==> src/rtl/cfgsw_pkg.sv <==
package cfgsw_pkg;

    localparam int ARG_W     = 32;
    localparam int BYTE_W    = 8;
    localparam int CS_W      = 3;
    localparam int IDX_W     = 8;

    // Byte indices that the rest of the card relies on
    localparam logic [IDX_W-1:0] IDX_BUS_WIDTH = 8'd183;
    localparam logic [IDX_W-1:0] IDX_TIMING    = 8'd185;

    // Largest legal bus-width code (0: 1-bit, 1: 4-bit, 2: 8-bit)
    localparam logic [BYTE_W-1:0] BW_CODE_MAX = 8'd2;

    typedef enum logic [1:0] {
        MODE_CMDSET  = 2'd0,
        MODE_SETBITS = 2'd1,
        MODE_CLRBITS = 2'd2,
        MODE_WRITE   = 2'd3
    } sw_mode_e;

    typedef enum logic [1:0] {
        ST_IDLE  = 2'd0,
        ST_BUSY  = 2'd1,
        ST_FAULT = 2'd2
    } sw_state_e;

    typedef struct packed {
        logic              legal;
        logic              to_cmdset;
        logic              tgt_timing;
        logic [BYTE_W-1:0] new_byte;
        logic [CS_W-1:0]   cs;
    } sw_req_t;

endpackage

==> src/rtl/cfgsw_decode.sv <==
module cfgsw_decode
    import cfgsw_pkg::*;
(
    input  logic [ARG_W-1:0]  arg_i,
    input  logic [BYTE_W-1:0] cur_bw_i,
    input  logic [BYTE_W-1:0] cur_tm_i,
    output sw_req_t           req_o
);

    sw_mode_e          mode;
    logic [IDX_W-1:0]  idx;
    logic [BYTE_W-1:0] val;
    logic              zeros_ok;
    logic              hit_bw;
    logic              hit_tm;
    logic [BYTE_W-1:0] cur_byte;
    logic [BYTE_W-1:0] result;
    logic              bw_bad;

    always_comb begin
        mode     = sw_mode_e'(arg_i[25:24]);
        idx      = arg_i[23:16];
        val      = arg_i[15:8];
        zeros_ok = (arg_i[31:26] == '0) && (arg_i[7:3] == '0);
        hit_bw   = (idx == IDX_BUS_WIDTH);
        hit_tm   = (idx == IDX_TIMING);
        cur_byte = hit_tm ? cur_tm_i : cur_bw_i;

        unique case (mode)
            MODE_SETBITS: result = cur_byte | val;
            MODE_CLRBITS: result = cur_byte & ~val;
            MODE_WRITE:   result = val;
            default:      result = cur_byte;
        endcase

        bw_bad = hit_bw && (result > BW_CODE_MAX);

        req_o.to_cmdset  = (mode == MODE_CMDSET);
        req_o.tgt_timing = hit_tm;
        req_o.new_byte   = result;
        req_o.cs         = arg_i[2:0];
        req_o.legal      = zeros_ok &&
                           ((mode == MODE_CMDSET) || ((hit_bw || hit_tm) && !bw_bad));
    end

endmodule

==> src/rtl/cfgsw_fsm.sv <==
module cfgsw_fsm
    import cfgsw_pkg::*;
#(
    parameter int BUSY_CYCLES = 4
) (
    input  logic clk_i,
    input  logic rst_ni,
    input  logic strobe_i,
    input  logic legal_i,
    output logic accept_o,
    output logic commit_o,
    output logic busy_o,
    output logic err_o
);

    localparam int CNT_W = $clog2(BUSY_CYCLES + 1);
    localparam logic [CNT_W-1:0] CNT_LOAD = CNT_W'(BUSY_CYCLES - 1);

    sw_state_e        state_q, state_d;
    logic [CNT_W-1:0] cnt_q, cnt_d;

    // next state and counter
    always_comb begin
        state_d = state_q;
        cnt_d   = cnt_q;
        unique case (state_q)
            ST_IDLE, ST_FAULT: begin
                if (strobe_i) begin
                    if (legal_i) begin
                        state_d = ST_BUSY;
                        cnt_d   = CNT_LOAD;
                    end else begin
                        state_d = ST_FAULT;
                    end
                end
            end
            ST_BUSY: begin
                if (cnt_q == '0) state_d = ST_IDLE;
                else             cnt_d   = cnt_q - CNT_W'(1);
            end
            default: state_d = ST_IDLE;
        endcase
    end

    // state register
    always_ff @(posedge clk_i or negedge rst_ni) begin
        if (!rst_ni) begin
            state_q <= ST_IDLE;
            cnt_q   <= '0;
        end else begin
            state_q <= state_d;
            cnt_q   <= cnt_d;
        end
    end

    // outputs
    always_comb begin
        busy_o   = (state_q == ST_BUSY);
        err_o    = (state_q == ST_FAULT);
        accept_o = strobe_i && legal_i && (state_q != ST_BUSY);
        commit_o = (state_q == ST_BUSY) && (cnt_q == '0);
    end

    // countdown advances by one per cycle, never reloaded mid-flight
    busy_hold_chk: assert property (@(posedge clk_i) disable iff (!rst_ni)
        (state_q == ST_BUSY && cnt_q != '0) |=>
            (state_q == ST_BUSY && cnt_q == $past(cnt_q) - CNT_W'(1)));

endmodule

==> src/rtl/cfgsw_regs.sv <==
module cfgsw_regs
    import cfgsw_pkg::*;
(
    input  logic              clk_i,
    input  logic              rst_ni,
    input  logic              accept_i,
    input  logic              commit_i,
    input  sw_req_t           req_i,
    output logic [BYTE_W-1:0] bw_o,
    output logic [BYTE_W-1:0] tm_o,
    output logic [CS_W-1:0]   cs_o
);

    sw_req_t pend_q;

    always_ff @(posedge clk_i or negedge rst_ni) begin
        if (!rst_ni) begin
            pend_q <= '0;
            bw_o   <= '0;
            tm_o   <= '0;
            cs_o   <= '0;
        end else begin
            if (accept_i) pend_q <= req_i;
            if (commit_i) begin
                if (pend_q.to_cmdset)       cs_o <= pend_q.cs;
                else if (pend_q.tgt_timing) tm_o <= pend_q.new_byte;
                else                        bw_o <= pend_q.new_byte;
            end
        end
    end

endmodule

==> src/rtl/cfgsw_exec.sv <==
module cfgsw_exec
    import cfgsw_pkg::*;
#(
    parameter int BUSY_CYCLES = 4
) (
    input  logic        clk_i,
    input  logic        rst_ni,
    input  logic        arg_valid_i,
    input  logic [31:0] arg_i,
    output logic        busy_o,
    output logic        err_o,
    output logic [7:0]  bus_width_o,
    output logic [7:0]  timing_o,
    output logic [2:0]  cmd_set_o
);

    sw_req_t req;
    logic    accept;
    logic    commit;

    cfgsw_decode u_decode (
        .arg_i    (arg_i),
        .cur_bw_i (bus_width_o),
        .cur_tm_i (timing_o),
        .req_o    (req)
    );

    cfgsw_fsm #(.BUSY_CYCLES(BUSY_CYCLES)) u_fsm (
        .clk_i    (clk_i),
        .rst_ni   (rst_ni),
        .strobe_i (arg_valid_i),
        .legal_i  (req.legal),
        .accept_o (accept),
        .commit_o (commit),
        .busy_o   (busy_o),
        .err_o    (err_o)
    );

    cfgsw_regs u_regs (
        .clk_i    (clk_i),
        .rst_ni   (rst_ni),
        .accept_i (accept),
        .commit_i (commit),
        .req_i    (req),
        .bw_o     (bus_width_o),
        .tm_o     (timing_o),
        .cs_o     (cmd_set_o)
    );


    idle_stable_chk: assert property (@(posedge clk_i) disable iff (!rst_ni)
        !busy_o |=> $stable({bus_width_o, timing_o, cmd_set_o}));


    accept_outcome_chk: assert property (@(posedge clk_i) disable iff (!rst_ni)
        (arg_valid_i && !busy_o) |=> (busy_o != err_o));


    bw_range_chk: assert property (@(posedge clk_i) disable iff (!rst_ni)
        bus_width_o <= BW_CODE_MAX);


    fault_quiet_chk: assert property (@(posedge clk_i) disable iff (!rst_ni)
        err_o |=> $stable({bus_width_o, timing_o, cmd_set_o}));

endmodule

==> config.mk <==
export PLATFORM = sky130hd
export DESIGN_NAME = cfgsw_exec
export DESIGN_NICKNAME = d
export VERILOG_FILES = /design/src/rtl/cfgsw_pkg.sv /design/src/rtl/cfgsw_decode.sv /design/src/rtl/cfgsw_fsm.sv /design/src/rtl/cfgsw_regs.sv /design/src/rtl/cfgsw_exec.sv
export SDC_FILE = /design/constraint.sdc
export NUM_CORES = 1
export LEC_CHECK = 0
export BUFFER_PORTS_ARGS = -buffer_cell sky130_fd_sc_hd__buf_4
export CAP_MARGIN = 20
export CORE_MARGIN = 2
export CORE_UTILIZATION = 40
export CTS_CLUSTER_DIAMETER = 80
export DETAILED_ROUTE_END_ITERATION = 8
export GPL_TIMING_DRIVEN = 0
export PLACE_DENSITY = 0.72
export SLEW_MARGIN = 5
export SYNTH_ARGS = -nofsm -noshare
export SYNTH_HDL_FRONTEND = slang
export SYNTH_SLANG_ARGS = --single-unit
==> constraint.sdc <==
create_clock -name clk_i -period 3.9 [get_ports clk_i]
set_input_delay 0.585 -clock clk_i [delete_from_list [all_inputs] [get_ports clk_i]]
set_output_delay 0.585 -clock clk_i [all_outputs]
set_load 0.01 [all_outputs]
==> flow_summary.ini <==
[status]
status = finished, final reports clean

[clock_tree]
root_buffer = clkbuf_8
cts_tree = done
cts_setup_buffers = 0
cts_resized = 0
clk_transition_reported_paths_ns = 0.07
cts-hold-fix-buffers = 0
htree_levels = 2
numCtsBuffers = 5
cts_buffer_depth = 2
clkSinkCount = 37
clock_latency_ns = 0.29

[sta]
setup_viol = 0
hold_viol_final = 0
post-route-min-period_ns = 2.890
fin_ws_ns = 1.010
maxSlewViolCount = 0
min_period_over_period_pct = 74.11
clock_skew_ns = 0.008353
relSlewSlack_pct = 38.38
rsz0062_at_grt = false
tightestPinTransition_ns = 0.9158
timing.fmax_mhz = 346.0
finalSetupTns_ns = 0

[synth]
synth_top_family_by_area = multiplexers
ys_warn_count = 0
muxShareOfSynthArea_pct = 17.46
synth_nets = 205
synthCells = 168
synth_area_per_cell_sq_um = 11.43
synth_edf_count = 0
synth_seq_area_share_pct = 48.21
ys_dominant_reg_cell = dfrtp_1
ys_async_sr_fraction_pct = 100.0
synth_area_leaders = dfrtp_1 48%, mux2_2 12%, mux2_4 4.7%
yosysUniqueCellTypes = 39
synthAdderAreaFrac_pct = 1.303
synth_compound_area_share_pct = 13.16
synth_xor_area_share_pct = 0
synth_top_area_share_pct = 48.21
synth_seq_cells = 37
synthesis.area_sq_um = 1921
synth_top_area_cell = dfrtp_1
yosys.area_share.simple_pct = 16.94

[placement]
port_buffers = 54
gp_congestion = 0.7780
post-place-ws_ns = 0.7334
place_hpwl_microns = 3223

[worst_setup_path]
r2r-start = u_regs.tm_o[5]$_DFFE_PN0P_
cp-startpoint = arg_i[17]
critPathArrivalTime_ns = 3.06
worst-path-buf-inv = 2
slowest_delay_ns = 0.56
endpoint = u_regs.pend_q[4]$_DFFE_PN0P_
reg2regPathDepth = 7
worst_path_max_delay_cell = nor4b_4
cp.depth = 9
rrSetupSlack_ns = 1.89
crit_fanout = 10
worstPathCellList = buf_4 > nor4b_4 > and2_4 > mux2_2 > a22oi_1 > nand4_1 > a21oi_2 > buf_6 > mux2_4
crit_path_end_kind = flop
worstSetupStartpointType = input port
r2r_end = u_regs.pend_q[4]$_DFFE_PN0P_
critPathTopFamily = simple AND/OR/NAND/NOR gates
required_ns = 4.07
crit_type = in2reg

[floorplanning]
die_w_microns = 73.29
io_pins = 56
die_area_sq_um = 5371
die_h_microns = 73.29
rows = 25
core_area_sq_um = 4661
initial_utilization_pct = 41.21

[detailed_routing]
vias = 1573
drtIter0Drc = 80
wl_microns = 4436
drc = 0
first_pass_iters = 4
via_per_inst = 5.519
wl_per_cell_microns = 15.56
ant_nets = 0

[pwr]
peakVddDrop_mv = 0.1955
power_density_nw_per_um2 = 310.7
power_leakage_nw = 1.213

[final_layout]
seqCellArea_sq_um = 925.9
drive_above_1_share_pct = 43.29
area_delta_synth_final_pct = 31.07
multi_input_area_sq_um = 938.4
fin_nets = 267
fillers = 430
num_antenna_cells = 0

[grt]
grt_pass1_wl_microns = 7176
antenna_found_initial = 0
grt_pass1_vias = 1481
grt_max_degree = 38
grt_usage_pct = 17.77
grt.overflow.total = 0

[worst_hold_path]
hold_path.class = in2async

[run]
drv_cap = 0
[logic make-up (layout without fill, tap and decap cells)]
family,after synthesis,in the layout
AO/OA/AOI/OAI,35,35
adder cells (fa/ha/maj),2,2
buffers and inverters,10,73
flip-flops,37,37
multiplexers,28,28
AND/OR/NAND/NOR,56,56
[worst reg2reg max path, cell delays in order (launching register included)]
cell	delay (ns)
dfrtp_1	0.42
nand4_1	0.10
o21ai_2	0.08
nor4_2	0.29
nand4_1	0.23
a21oi_2	0.25
buf_6	0.20
mux2_4	0.31
[registers in the layout (all words and copies together), names as in the netlist]
name / count
u_regs.pend_q: 13
u_fsm.cnt_q: 3
u_regs.cs_o: 3
u_regs.bw_o: 8
u_regs.tm_o: 8
u_fsm.state_q: 2
[placed cells by master (no fill, tap or decap), types with 2 or more instances in the layout]
cell type | netlist | final
mux2_2 | 20 | 20
nor2_1 | 4 | 4
o21ai_0 | 9 | 9
mux2_4 | 6 | 6
buf_4 | 0 | 55
nand3_1 | 2 | 2
nand2_1 | 20 | 20
clkbuf_8 | 0 | 6
o211ai_1 | 4 | 4
nand2b_1 | 3 | 3
mux2i_1 | 2 | 2
inv_1 | 5 | 5
a211oi_1 | 4 | 4
a311oi_1 | 2 | 2
o21ai_1 | 2 | 2
dfrtp_1 | 37 | 37
nand4_1 | 8 | 8
clkbuf_1 | 3 | 4
nor4_1 | 3 | 3
ha_1 | 2 | 2
nor2b_1 | 2 | 2
o31a_1 | 2 | 2
nor4_2 | 2 | 2
a31o_2 | 2 | 2
nand3b_1 | 4 | 4
a2bb2oi_1 | 3 | 3
nor3_1 | 3 | 3
[through the flow]
stage / cells / hold WS, ns / util [%] / area, sq um / total power (W)
after global routing: 285 / 0.2772 / 54.01 / 2517 / 0.0008177
after CTS: 284 / 0.2552 / 53.85 / 2510 / 0.0007920
final: 285 / 0.2473 / 54.01 / 2517 / 0.0007821
after global placement: 276 / 0.4852 / 51.36 / 2394 / 0.0004511
after detailed placement: 276 / 0.4953 / 51.36 / 2394 / 0.0004520
after floorplan: 168 / 0.2894 / - / 1921 / 0.0004101
[synth_stat cells, types with 2 or more instances]
cell,count
a211oi_1,4
a2bb2oi_1,3
a311oi_1,2
a31o_2,2
clkbuf_1,3
dfrtp_1,37
ha_1,2
inv_1,5
mux2_2,20
mux2_4,6
mux2i_1,2
nand2_1,20
nand2b_1,3
nand3_1,2
nand3b_1,4
nand4_1,8
nor2_1,4
nor2b_1,2
nor3_1,3
nor4_1,3
nor4_2,2
o211ai_1,4
o21ai_0,9
o21ai_1,2
o31a_1,2
[area by class of cell]
class	instances	share of cell area [%]
Buffer	5	1.491
Clock buffer	7	3.429
Clock inverter	1	1.193
Inverter	5	0.7455
Multi-Input combinational cell	121	37.28
Sequential cell	37	36.78
Tap cell	54	2.684
Timing Repair Buffer	55	16.40
[where the power goes]
group           total, W  leakage (nW)  internal, W  switching [W]
logic          0.0000598         0.663    0.0000296      0.0000301
clock network   0.000338        0.0585     0.000208       0.000130
registers       0.000384         0.491     0.000384    0.000000260
[worst min path at each step]
stage               cells after the start                           end  slack [ns]
detailed placement                      1    u_regs.cs_o[0]$_DFFE_PN0P_        0.50
CTS                                     1    u_fsm.cnt_q[2]$_DFFE_PN0P_        0.26
finish                                  1    u_regs.tm_o[5]$_DFFE_PN0P_        0.25
floorplan                               0    u_fsm.cnt_q[0]$_DFFE_PN0P_        0.29
global route                            1  u_regs.pend_q[5]$_DFFE_PN0P_        0.28
global placement                        1    u_regs.bw_o[3]$_DFFE_PN0P_        0.49
[routing by layer]
metal | GRT usage [%] | routed length (microns)
met5 | 0 | 0
met4 | 6.061 | 50
met3 | 4.664 | 221
met2 | 28.63 | 2199
met1 | 23.32 | 1964
Power figures use the tool's default switching activity.
